File: config.mk
export PLATFORM = sky130hd
export DESIGN_NAME = hold_pwm_gen
export DESIGN_NICKNAME = d
export VERILOG_FILES = /design/src/rtl/hpwm_pkg.sv /design/src/rtl/hpwm_prescaler.sv /design/src/rtl/hpwm_cfg_stage.sv /design/src/rtl/hpwm_count_cmp.sv /design/src/rtl/hold_pwm_gen.sv
export SDC_FILE = /design/constraint.sdc
export NUM_CORES = 1
export LEC_CHECK = 0
export ABC_AREA = 0
export BUFFER_PORTS_ARGS = -buffer_cell sky130_fd_sc_hd__buf_2
export CAP_MARGIN = 40
export CORE_MARGIN = 1
export CORE_UTILIZATION = 40
export DETAILED_ROUTE_END_ITERATION = 10
export GPL_ROUTABILITY_DRIVEN = 0
export PLACE_DENSITY_LB_ADDON = 0.05
export SYNTH_ARGS = -nofsm -noshare
export SYNTH_HDL_FRONTEND = slang
export SYNTH_SLANG_ARGS = --single-unit
File: constraint.sdc
create_clock -name clk -period 7.41 [get_ports clk]
set_input_delay 1.482 -clock clk [delete_from_list [all_inputs] [get_ports clk]]
set_output_delay 1.482 -clock clk [all_outputs]
set_load 0.005 [all_outputs]
File: src/rtl/hpwm_pkg.sv
package hpwm_pkg;

  localparam int CNT_W  = 8;
  localparam int CODE_W = 4;
  // widest prescale is 2^(2^CODE_W - 2) cycles, so the counter needs that many bits
  localparam int PRE_W  = (1 << CODE_W) - 2;

  typedef logic [CNT_W-1:0]  cnt_t;
  typedef logic [CODE_W-1:0] code_t;
  typedef logic [PRE_W-1:0]  pre_t;

  typedef struct packed {
    cnt_t  duty;
    cnt_t  top;
    code_t code;
  } hpwm_cfg_t;

  localparam hpwm_cfg_t CFG_RESET = '{duty: 8'd127, top: 8'd255, code: 4'd5};

  // terminal value of the prescale counter: 2^(code-1) - 1
  function automatic pre_t prescale_limit(input code_t code);
    logic [PRE_W:0] one_hot;
    logic [PRE_W:0] lim;
    if (code == '0) begin
      return '0;
    end
    one_hot = (PRE_W+1)'(1) << (code - code_t'(1));
    lim     = one_hot - (PRE_W+1)'(1);
    return lim[PRE_W-1:0];
  endfunction

  function automatic logic code_valid(input code_t code);
    return code != '0;
  endfunction

  // pin level for a given count; the all-ones duty means always high
  function automatic logic pwm_level(input cnt_t cnt, input cnt_t duty);
    return (duty == '1) || (cnt < duty);
  endfunction

endpackage

File: src/rtl/hpwm_prescaler.sv
module hpwm_prescaler
  import hpwm_pkg::*;
(
  input  logic  clk,
  input  logic  rst_n,
  input  logic  en,
  input  code_t code,
  output logic  tick,
  output pre_t  pre_cnt,
  output pre_t  limit
);

  pre_t pre_q;

  assign limit   = prescale_limit(code);
  assign tick    = en && (pre_q == limit);
  assign pre_cnt = pre_q;

  always_ff @(posedge clk) begin
    if (!rst_n) begin
      pre_q <= '0;
    end else if (!en || tick) begin
      pre_q <= '0;
    end else begin
      pre_q <= pre_q + pre_t'(1);
    end
  end

endmodule

File: src/rtl/hpwm_cfg_stage.sv
module hpwm_cfg_stage
  import hpwm_pkg::*;
#(
  parameter hpwm_cfg_t RESET_CFG = CFG_RESET
)(
  input  logic      clk,
  input  logic      rst_n,
  input  logic      en,
  input  logic      load,
  input  hpwm_cfg_t cfg_in,
  input  logic      wrap,
  output hpwm_cfg_t act_cfg,
  output logic      apply,
  output logic      cfg_err
);

  hpwm_cfg_t staged_q;
  hpwm_cfg_t act_q;
  logic      pending_q;
  logic      err_q;
  logic      load_ok;
  logic      load_bad;

  assign load_ok  = load && code_valid(cfg_in.code);
  assign load_bad = load && !code_valid(cfg_in.code);
  // hand over at a period boundary, or at once when the counter is idle
  assign apply    = pending_q && (wrap || !en);

  always_ff @(posedge clk) begin
    if (!rst_n) begin
      staged_q <= RESET_CFG;
    end else if (load_ok) begin
      staged_q <= cfg_in;
    end
  end

  always_ff @(posedge clk) begin
    if (!rst_n) begin
      pending_q <= 1'b0;
    end else if (load_ok) begin
      pending_q <= 1'b1;
    end else if (apply) begin
      pending_q <= 1'b0;
    end
  end

  always_ff @(posedge clk) begin
    if (!rst_n) begin
      act_q <= RESET_CFG;
    end else if (apply) begin
      act_q <= staged_q;
    end
  end

  always_ff @(posedge clk) begin
    if (!rst_n) begin
      err_q <= 1'b0;
    end else if (load_bad) begin
      err_q <= 1'b1;
    end else if (load_ok) begin
      err_q <= 1'b0;
    end
  end

  assign act_cfg = act_q;
  assign cfg_err = err_q;

endmodule

File: src/rtl/hpwm_count_cmp.sv
module hpwm_count_cmp
  import hpwm_pkg::*;
(
  input  logic clk,
  input  logic rst_n,
  input  logic en,
  input  logic tick,
  input  cnt_t top,
  input  cnt_t duty,
  output cnt_t cnt,
  output logic wrap,
  output logic pwm_out
);

  cnt_t cnt_q;
  logic at_top;

  assign at_top  = (cnt_q >= top);
  assign wrap    = tick && at_top;
  assign cnt     = cnt_q;
  assign pwm_out = en && pwm_level(cnt_q, duty);

  always_ff @(posedge clk) begin
    if (!rst_n) begin
      cnt_q <= '0;
    end else if (!en) begin
      cnt_q <= '0;
    end else if (tick) begin
      cnt_q <= at_top ? '0 : cnt_q + cnt_t'(1);
    end
  end

endmodule

File: src/rtl/hold_pwm_gen.sv
module hold_pwm_gen
  import hpwm_pkg::*;
#(
  parameter int unsigned DUTY_RST = 127,
  parameter int unsigned TOP_RST  = 255,
  parameter int unsigned CODE_RST = 5
)(
  input  logic       clk,
  input  logic       rst_n,
  input  logic       en,
  input  logic       load,
  input  logic [7:0] duty_in,
  input  logic [7:0] top_in,
  input  logic [3:0] div_code_in,
  output logic       pwm_out,
  output logic       cfg_err
);

  localparam hpwm_cfg_t RST_CFG = '{duty: cnt_t'(DUTY_RST),
                                    top:  cnt_t'(TOP_RST),
                                    code: code_t'(CODE_RST)};

  hpwm_cfg_t cfg_in;
  hpwm_cfg_t act_cfg;
  logic      apply;
  logic      tick;
  logic      wrap;
  pre_t      pre_cnt;
  pre_t      pre_lim;
  cnt_t      cnt;

  assign cfg_in = '{duty: duty_in, top: top_in, code: div_code_in};

  hpwm_cfg_stage #(.RESET_CFG(RST_CFG)) cfg_i (
    .clk     (clk),
    .rst_n   (rst_n),
    .en      (en),
    .load    (load),
    .cfg_in  (cfg_in),
    .wrap    (wrap),
    .act_cfg (act_cfg),
    .apply   (apply),
    .cfg_err (cfg_err)
  );

  hpwm_prescaler pre_i (
    .clk     (clk),
    .rst_n   (rst_n),
    .en      (en),
    .code    (act_cfg.code),
    .tick    (tick),
    .pre_cnt (pre_cnt),
    .limit   (pre_lim)
  );

  hpwm_count_cmp cmp_i (
    .clk     (clk),
    .rst_n   (rst_n),
    .en      (en),
    .tick    (tick),
    .top     (act_cfg.top),
    .duty    (act_cfg.duty),
    .cnt     (cnt),
    .wrap    (wrap),
    .pwm_out (pwm_out)
  );

endmodule

==> metrics, run 1 <==
status=complete, no violations; post-synthesis sequential area ratio=31.2%; logic gate share of total power=between 10% and 20%; Fmax=~260 MHz; per-cell routed wire length=15.5 µm; Clock Skew=between 0.01 and 0.015 ns; Clock Power Share=a little over two fifths; Yosys reg bits=64; CP Launch Type=flip-flop; multi-input logic area=around 0.0025 mm²; chip width=between 100 and 150 µm; chip height=slightly above 100 µm; period utilisation layout=roughly 52%; area share of the largest cell type after synthesis=31.2%; htree depth=3; CTS sink cnt=64; Final ANT Viol Nets=0; first-pass GRT wire length=~17000 µm; Lkg Pwr=about 0.0019 µW; PortBufs=25; syn nets=between 500 and 600; Final TNS setup=0 ns; area added between synthesis and finish=9.45%; Max Transition Viols Final=0; Tot Pwr=795 µW; Psw=around 210 µW; Syn. warnings=0; synth unique cells=between 50 and 60; Worst-Margin Slew=0.896 ns; # rows=36; n_diodes=0; Reg clk slew, reported paths=approximately 0.07 ns; Avg Inst Size Synth=between 7 and 8 µm²; CP peak stage delay=about 0.61 ns; largest net degree at the start of global routing=between 80 and 90; Pwr Density=~180 mW/mm²; initial antenna violation count=0; Starting Density=a little over two fifths; Die ar.=~0.011 mm²; setup bufs post-CTS=0; largest area contributor in the netlist=dfxtp_1; grt ovf=0; DRC viols=0; Fillers=1004; Critical Path Sink Type=flip-flop; Max Buffers Root-to-Sink=2; slowest cell on the critical path=and3_1; Post-layout nets=570; GRT Overall Usage=between 20% and 30%; via count=roughly 3800; Post-synth EDFFs=0; setup violators final=0; unrepaired setup endpoints after global routing=no; DR iter-0 viols=113; CTS resizes=0; CP Class=reg2reg; FFs w/ async S/R, synth=0%; Final Hold Viols=0; top post-synthesis cells by area=dfxtp_1 31%, nand2_1 5.7%, ha_1 5.5%; Cell Chain, Critical Path=nor3_2 > nand2_1 > ha_1 > or4b_1 > a21oi_1 > o21ai_0 > a221oi_1 > and3_1 > buf_8 > nand4_1 > and3_1; TritonCTS clock tree=done; Critical Path AT=between 4 and 5 ns; # hold bufs at CTS=0; share of layout cells above drive strength 1=approximately 11%; TritonRoute pass-1 iters=4; Post-Synthesis Cell Area=around 0.0041 mm²; CP Max Fanout=24; worst hold path type=reg2reg; Root Driver=clkbuf_8; area of the core=0.00986 mm²; vias in the first global route=roughly 3400; io pins=26; final WL=around 10000 µm; CTS Buf Count=9; dpl hpwl=between 7000 and 8000 µm; P_int=587 µW; maximum vdd drop=0.000124 V; Register Area=0.00128 mm²; worst path required time=roughly 7.7 ns; Vias/cell=5.64; top_reg_cell synth=dfxtp_1; Sw Share=a little over a quarter; Final min period=3.83 ns; Slew HR=40.3%; Clock Latency Late Sink=0.36 ns; CP most frequent cell=and3_1; max_cap viols=0; Synth Instances=530; sequential share of power=between 40% and 50%
==> power groups by stage <==
| stage | clock [µW] | sequential, µW | combinational [µW] |
|---|---|---|---|
| after CTS | 354 | 369 | 80.2 |
| after floorplan | 0 | 371 | 62.3 |
| after global routing | 372 | 372 | 90.2 |
| after detailed placement | 0 | 378 | 79.9 |
| final | 346 | 370 | 79.3 |
| after global placement | 0 | 377 | 77.4 |
==> critical path: cells and delay by family (launching register included) <==
family,cells,cell delay (ns)
and+or+nand+nor,6,1.92
buffers and inverters,1,0.25
DFF,1,0.57
adders and majority gates,1,0.42
AOI/OAI and AO/OA,3,0.57
==> cells by family after synthesis <==
kind of cell / after synthesis / synth area share [%]
flops: 64 / 31.2
mux: 3 / 0.732
buf+inv: 69 / 7.47
xor+xnor: 18 / 3.84
fa+ha+maj: 18 / 5.49
compound gates: 107 / 19.7
simple gates: 251 / 31.5
==> layout by cell type, fill, tap and decap left out, drive strengths merged, types with 7 or more instances in the layout <==
cell and count:
ha 18, nand4 23, clkbuf 11, nor2b 20
nor3b 8, nand3 41, a21oi 8, nor2 40
a21boi 7, inv 23, a22oi 17, and3 25
o2111ai 21, buf 33, dfxtp 64, o21ai 16
nand2 62, nor3 11, xor2 11, xnor2 7
==> final timing paths <==
path / cells past startpoint / startpoint / slack [ns] / endpoint
hold reg to reg: 2 / cfg_i.staged_q[17]$_SDFFE_PN1P_ / 0.47 / cfg_i.staged_q[17]$_SDFFE_PN1P_
setup reg to reg: 11 / cfg_i.act_cfg[3]$_SDFFE_PN0P_ / 3.58 / cfg_i.act_cfg[10]$_SDFFE_PN1P_
hold / removal: 2 / cfg_i.staged_q[17]$_SDFFE_PN1P_ / 0.47 / cfg_i.staged_q[17]$_SDFFE_PN1P_
setup / recovery: 11 / cfg_i.act_cfg[3]$_SDFFE_PN0P_ / 3.58 / cfg_i.act_cfg[10]$_SDFFE_PN1P_
==> routing by layer <==
| layer | GRT usage, % | share of wire, % | routed length, µm |
|---|---|---|---|
| met1 | 29.8 | 51 | 5240 |
| met2 | 32.7 | 45 | 4620 |
| met3 | 3.36 | 2.8 | 292 |
| met4 | 8.34 | 1.6 | 161 |
| met5 | 0 | 0 | 0 |
==> layout make-up <==
class                      instances  area share (%)
multi-input combinational        397            56.4
timing repair buffer              33            4.54
tap                              133            3.70
inverter                          23            1.92
clock inverter                     5            1.78
clock buffer                      11            3.15
sequential                        64            28.5
==> cells in the mapped netlist, types with 11 or more instances <==
cell and instances:
a22oi_1 17, and3_1 25, clkbuf_1 31, dfxtp_1 64
ha_1 18, inv_1 23, nand2_1 62, nand3_1 41
nand4_1 23, nor2_1 40, nor2b_1 20, o2111ai_1 20
o21ai_0 15, xor2_1 11
==> sequential cells by signal, indices dropped and copies added, names as in the netlist <==
name,flops
cfg_i.staged_q,20
pre_i.pre_cnt,14
cfg_i.act_cfg,20
cfg_i.pending_q,1
cmp_i.cnt,8
cfg_i.cfg_err,1
==> through the flow <==
| stage | instances | cell area (µm²) | hold slack [ns] | setup WS [ns] | util, % |
|---|---|---|---|---|---|
| 2_1_floorplan | 530 | 4110 | 0.441 | 3.72 | - |
| 3_3_place_gp | 646 | 4220 | 0.451 | 2.97 | 42.8 |
| 3_5_place_dp | 650 | 4270 | 0.457 | 3.64 | 43.3 |
| 4_1_cts | 666 | 4490 | 0.473 | 3.63 | 45.5 |
| 5_1_grt | 666 | 4490 | 0.493 | 3.26 | 45.5 |
| 6_report | 666 | 4490 | 0.470 | 3.58 | 45.5 |
No activity file was read; power rests on OpenSTA's default activity.
==> run 2: changes to the inputs <==
--- a/config.mk
+++ b/config.mk
@@ -5,7 +5,7 @@
 export SDC_FILE = /design/constraint.sdc
 export NUM_CORES = 1
 export LEC_CHECK = 0
-export ABC_AREA = 0
+export ABC_AREA = 1
 export BUFFER_PORTS_ARGS = -buffer_cell sky130_fd_sc_hd__buf_2
 export CAP_MARGIN = 40
 export CORE_MARGIN = 1
==> constraint.sdc (replaced) <==
create_clock -name clk -period 3.96 [get_ports clk]
set_input_delay 0.792 -clock clk [delete_from_list [all_inputs] [get_ports clk]]
set_output_delay 0.792 -clock clk [all_outputs]
set_load 0.005 [all_outputs]
==> run 2 against run 1 <==
Net effect:
- non-clock buffer count decreased by 8
- worst setup slack got worse by 2.7 ns
- area after synthesis down 14%
- register-to-register slack worse by 2.7 ns
- critical path type unchanged
- critical endpoint is now cfg_i.act_cfg[15]$_SDFFE_PN1P_
- largest power group unchanged
- highest routed layer unchanged
==> metrics, run 2 <==
Pwr Density=roughly 380 mW/mm²; Post-synth EDFFs=0; Crit Reg-Reg Endpoint=cfg_i.act_cfg[15]$_SDFFE_PN1P_; Critical Path Sink Type=flip-flop; CP Launch Type=flip-flop; CP peak stage delay=between 0.6 and 0.7 ns; Reg clk slew, reported paths=around 0.080 ns; logic gate share of total power=12.2%; Worst-Margin Slew=0.792 ns; # rows=33; initial antenna violation count=0; P_int=around 1000 µW; reg2reg setup slack=~0.92 ns; CTS Buf Count=9; Syn. warnings=0; DRC viols=0; Setup Slack @ Placement=0.916 ns; Fmax=roughly 330 MHz; Clock Latency Late Sink=between 0.3 and 0.4 ns; WHS Endpoint=cfg_i.act_cfg[14]$_SDFFE_PN1P_; Starting Density=roughly 42%; Tot Pwr=between 1000 and 1500 µW; share of layout cells above drive strength 1=around 14%; Post-layout nets=between 500 and 600; via count=3157; Sw Share=29.6%; worst path required time=4.18 ns; area added between synthesis and finish=10.0%; chip height=96.1 µm; vias in the first global route=2845; CTS sink cnt=between 60 and 70; most common cell in the netlist=nand2_1; period utilisation layout=76.8%; FFs w/ async S/R, synth=0%; status=complete, no violations; worst r2r src=cfg_i.act_cfg[3]$_SDFFE_PN0P_; Root Driver=clkbuf_8; commonest non-fill, non-tap cells in the layout=107 x nand2_1, 64 x dfxtp_1, 61 x nand3_1; FF-to-FF path depth=14; top_reg_cell synth=dfxtp_1; placed cell count=601; Die ar.=between 0.009 and 0.01 mm²; commonest non-fill, non-tap cell in the layout=nand2_1; largest area contributor in the netlist=dfxtp_1; Psw=roughly 430 µW; final WL=7620 µm; io pins=26; CP Class=reg2reg; top post-synthesis cells by area=dfxtp_1 36%, nand2_1 11%, nand3_1 8.6%; setup bufs post-CTS=0; dpl hpwl=between 5000 and 6000 µm; per-cell routed wire length=roughly 12 µm; top post-synthesis cells by count=107 x nand2_1, 64 x dfxtp_1, 61 x nand3_1; unrepaired setup endpoints after global routing=no; grt ovf=0; n_diodes=0; CTS resizes=0; Final TNS setup=0 ns; area share of the largest cell type after synthesis=between 30% and 40%; Final min period=3.04 ns; synth unique cells=37; maximum vdd drop=roughly 0.00027 V; GRT Overall Usage=18.9%; final setup margin=~0.92 ns; Final ANT Viol Nets=0; Avg Inst Size Synth=~7.3 µm²; Max Buffers Root-to-Sink=2; Synth Instances=about 490; PortBufs=25; max_cap viols=0; slowest cell on the critical path=dfxtp_1; syn nets=about 530; htree depth=3; post-synthesis sequential area ratio=between 30% and 40%; Vias/cell=a little over 5; Post-Synthesis Cell Area=0.00354 mm²; TritonRoute pass-1 iters=5; Clock Power Share=about 40%; TritonCTS clock tree=done; # hold bufs at CTS=0; Slew HR=47.2%; CP most frequent cell=nand2_1; Critical Path AT=about 3.3 ns; Layout Cells excl Fill=617; first-pass GRT wire length=between 10000 and 15000 µm; chip width=around 96 µm; Clock Skew=between 0.01 and 0.015 ns; sequential share of power=between 40% and 50%; Lkg Pwr=around 0.0018 µW; largest net degree at the start of global routing=26; worst hold path type=reg2reg; Final Hold Viols=0; setup violators final=0; Worst Hold Launch=cfg_i.act_cfg[14]$_SDFFE_PN1P_; DR iter-0 viols=150; hold depth=2; Max Transition Viols Final=0; area of the core=~0.0084 mm²; Cell Chain, Critical Path=nor2_4 > nand2_1 > ha_1 > nand3_2 > inv_2 > nand3_1 > nand2_1 > nand4_1 > nand2_1 > nand4_1 > nand2_2 > nand2_4 > nand2_1 > nand3_1; CP Max Fanout=24; Yosys reg bits=64
run 2: cell types whose count changed after synthesis, moves of 20 or more:
cell and change:
a21oi_1 +20, and3_1 -25, clkbuf_1 -22, inv_1 +31
nand2_1 +45, nand3_1 +20, nor2b_1 -20
run 2: routing by layer:
layer  global-route usage, %  share of wire (%)
met1                    27.7                 55
met2                    25.9                 40
met4                    8.46                1.6
met3                    4.34                3.7
met5                       0                  0
run 2: stage by stage:
step / util, % / cell area, µm² / hold WS, ns
CTS: 46.5 / 3890 / 0.467
global route: 46.5 / 3890 / 0.488
floorplan: - / 3540 / 0.420
global placement: 44.0 / 3690 / 0.443
finish: 46.5 / 3890 / 0.462
detailed placement: 44.0 / 3690 / 0.446
run 2: kinds of logic after synthesis:
kind of cell	Yosys count	share of synthesized area [%]
buffers and inverters	75	9.30
XOR/XNOR	10	2.47
AND/OR/NAND/NOR	261	35.0
flip-flops	64	36.2
adder cells (fa/ha/maj)	18	6.36
AO/OA/AOI/OAI	59	10.6
run 2: cell type report:
type,count,area [µm²]
clock buffers,9,124
clock inverters,7,78.8
fillers,887,4490
inverters,59,224
multi-input cells,348,1930
flip-flops and latches,64,1280
well taps,105,131
repair buffers,25,125
run 2: power groups by stage:
stage | combinational [µW] | clock (µW) | sequential, µW
floorplan | 152 | 0 | 699
global placement | 178 | 0 | 713
detailed placement | 179 | 0 | 713
CTS | 180 | 605 | 698
global route | 208 | 635 | 703
finish | 179 | 589 | 697
run 2: worst max path at each step:
stage | startpoint | to | slack (ns) | depth (start not counted)
after floorplan | cfg_i.act_cfg[2]$_SDFFE_PN1P_ | cfg_i.act_cfg[0]$_SDFFE_PN1P_ | 1.72 | 19
after global placement | cfg_i.act_cfg[3]$_SDFFE_PN0P_ | cfg_i.act_cfg[18]$_SDFFE_PN1P_ | 0.97 | 14
after detailed placement | cfg_i.act_cfg[3]$_SDFFE_PN0P_ | cfg_i.act_cfg[15]$_SDFFE_PN1P_ | 0.92 | 14
after CTS | cfg_i.act_cfg[3]$_SDFFE_PN0P_ | cfg_i.act_cfg[5]$_SDFFE_PN1P_ | 0.90 | 14
after global routing | cfg_i.act_cfg[3]$_SDFFE_PN0P_ | cfg_i.act_cfg[9]$_SDFFE_PN1P_ | 0.53 | 14
final | cfg_i.act_cfg[3]$_SDFFE_PN0P_ | cfg_i.act_cfg[15]$_SDFFE_PN1P_ | 0.92 | 14
run 2: critical path, delay by kind of cell (launching register included):
kind          cells  cell delay (ns)
fa+ha+maj         1             0.22
buf+inv           1             0.12
simple gates     12             1.94
flops             1             0.64
==> run 3: changes to the inputs <==
--- a/config.mk
+++ b/config.mk
@@ -5,7 +5,7 @@
 export SDC_FILE = /design/constraint.sdc
 export NUM_CORES = 1
 export LEC_CHECK = 0
-export ABC_AREA = 1
+export ABC_AREA = 0
 export BUFFER_PORTS_ARGS = -buffer_cell sky130_fd_sc_hd__buf_2
 export CAP_MARGIN = 40
 export CORE_MARGIN = 1
==> constraint.sdc (replaced) <==
create_clock -name clk -period 2.5 [get_ports clk]
set_input_delay 0.5 -clock clk [delete_from_list [all_inputs] [get_ports clk]]
set_output_delay 0.5 -clock clk [all_outputs]
set_load 0.005 [all_outputs]
==> run 3 against run 2 <==
Net effect:
- the run now ends with negative setup slack left
- routed wire length increased by 50%
- final cell count increased by 15%
- via count increased by 26%
- sequential power increased by 56%
- final area grew 32%
- worst setup slack got worse by 1.1 ns
- combinational power up 64%
- sequential share of layout area shrank 7.8 points
- register-to-register slack lost 1.1 ns
- clock power grew 87%
- worst hold slack worse by 0.11 ns
- die area increased by 16%
==> metrics, run 3 (synthesis results as in run 1) <==
status=complete, but fails checks; failing checks=negative setup slack; Lkg Pwr=~0.0022 µW; Layout Cells excl Fill=709; Hold Slack=between 0.3 and 0.4 ns; CP Max Fanout=6; Die ar.=around 0.011 mm²; worst hold path type=in2reg; chip width=a little over 100 µm; PortBufs=25; per-cell routed wire length=~16 µm; Tot Pwr=between 2000 and 2500 µW; GRT Overall Usage=23.0%; Final ANT Viol Nets=0; Clock Skew=0.0159 ns; # hold bufs at CTS=0; n_diodes=0; Max Transition Viols Final=0; Fmax=~370 MHz; cell area after layout=about 0.0051 mm²; Clock Latency Late Sink=approximately 0.35 ns; DRC viols=0; io pins=26; CP Launch Type=flip-flop; Critical Path AT=around 3.0 ns; largest net degree at the start of global routing=56; Root Driver=clkbuf_8; Starting Density=a little over two fifths; max_cap viols=0; setup violators final=43; unrepaired setup endpoints after global routing=yes; DR iter-0 viols=between 200 and 250; share of layout cells above drive strength 1=a little under a quarter; Post-layout nets=613; dpl hpwl=roughly 7200 µm; initial antenna violation count=0; Worst-Margin Slew=0.765 ns; Final Hold Viols=0; Slew HR=between 40% and 50%; Placed Area=0.00451 mm²; CTS sink cnt=64; vias in the first global route=~3600; final WL=~11000 µm; period utilisation layout=107%; Max Buffers Root-to-Sink=2; worst path required time=approximately 2.8 ns; chip height=103 µm; maximum vdd drop=around 0.00029 V; Final TNS setup=-5.67 ns; final setup margin=-0.173 ns; Final min period=2.67 ns; TritonRoute pass-1 iters=5; placed cell count=just under 700; area of the core=just under 0.01 mm²; Pwr Density=roughly 480 mW/mm²; first-pass GRT wire length=between 15000 and 20000 µm; Vias/cell=roughly 5.6; grt ovf=0; CTS Buf Count=9; commonest non-fill, non-tap cell in the layout=nand2_1; TritonCTS clock tree=done; Reg clk slew, reported paths=around 0.080 ns; # rows=36; CP Class=reg2reg; commonest non-fill, non-tap cells in the layout=61 x nand2_1, 57 x dfxtp_1, 39 x nor2_1; area added between synthesis and finish=25.3%; Critical Path Sink Type=flip-flop; htree depth=3; via count=between 3000 and 4000
[run 3: cell count changes in the layout (fill, tap and decap cells not counted), moves of 9 or more]
cell,before,now
a21oi_1,28,7
a22oi_1,0,17
and3_1,0,23
buf_4,0,35
inv_1,54,22
nand2_1,107,61
nand3_1,61,38
nor2_2,10,1
nor2b_1,0,20
o2111ai_1,1,16
o22a_1,15,0
[run 3: final cells by class]
type	count	area (µm²)
flip-flops and latches	64	1290
clock inverters	6	108
multi-input cells	399	2750
fillers	959	4720
repair buffers	74	609
inverters	23	86.3
well taps	133	166
clock buffers	10	128
[run 3: metal layers]
| layer | vias up | share of wire (%) | GRT usage (%) |
|---|---|---|---|
| met5 | - | 0 | 0 |
| met4 | 0 | 1.2 | 7.15 |
| met3 | 13 | 4.1 | 4.50 |
| met2 | 93 | 46 | 36.1 |
| met1 | 1884 | 49 | 31.8 |
| li1 | 2000 | - | - |
[run 3: worst paths after layout]
kind,from,endpoint,slack [ns],depth (start not counted)
worst min-delay path,top_in[1],cfg_i.staged_q[5]$_SDFFE_PN1P_,0.35,3
worst min register to register,cfg_i.staged_q[4]$_SDFFE_PN1P_,cfg_i.staged_q[4]$_SDFFE_PN1P_,0.47,2
worst max register to register,cfg_i.act_cfg[3]$_SDFFE_PN0P_,cfg_i.act_cfg[18]$_SDFFE_PN1P_,-0.17,11
worst max-delay path,cfg_i.act_cfg[3]$_SDFFE_PN0P_,cfg_i.act_cfg[18]$_SDFFE_PN1P_,-0.17,11
[run 3: worst max-delay path, cell delays in order (launching register included)]
cell       delay [ns]
dfxtp_4          0.36
nor3_4           0.20
nand2_2          0.08
ha_4             0.19
nor4bb_2         0.25
o21ai_1          0.11
a21boi_1         0.22
o2111ai_2        0.17
buf_4            0.19
or4_4            0.49
o2111ai_1        0.19
and3_1           0.16
[run 3: metrics by stage]
stage,worst slack [ns],util (%)
after floorplan,-0.232,-
after global placement,-0.283,45.7
after detailed placement,-0.323,45.7
after CTS,-0.151,51.0
after global routing,-0.282,52.1
final,-0.173,52.1
[run 3: timing repair]
item	CTS	global route
resized for setup	47	18
hold endpoints to repair	0	0
endpoints found under the setup margin	44	44
pin swaps	21	8
setup buffers	6	1
gates cloned	5	2
[run 3: power by group]
group	internal (µW)	switching, µW	total [µW]	leakage [µW]
clock network	660	437	1100	0.000116
registers	1060	32.4	1090	0.000524
logic	127	166	293	0.00154
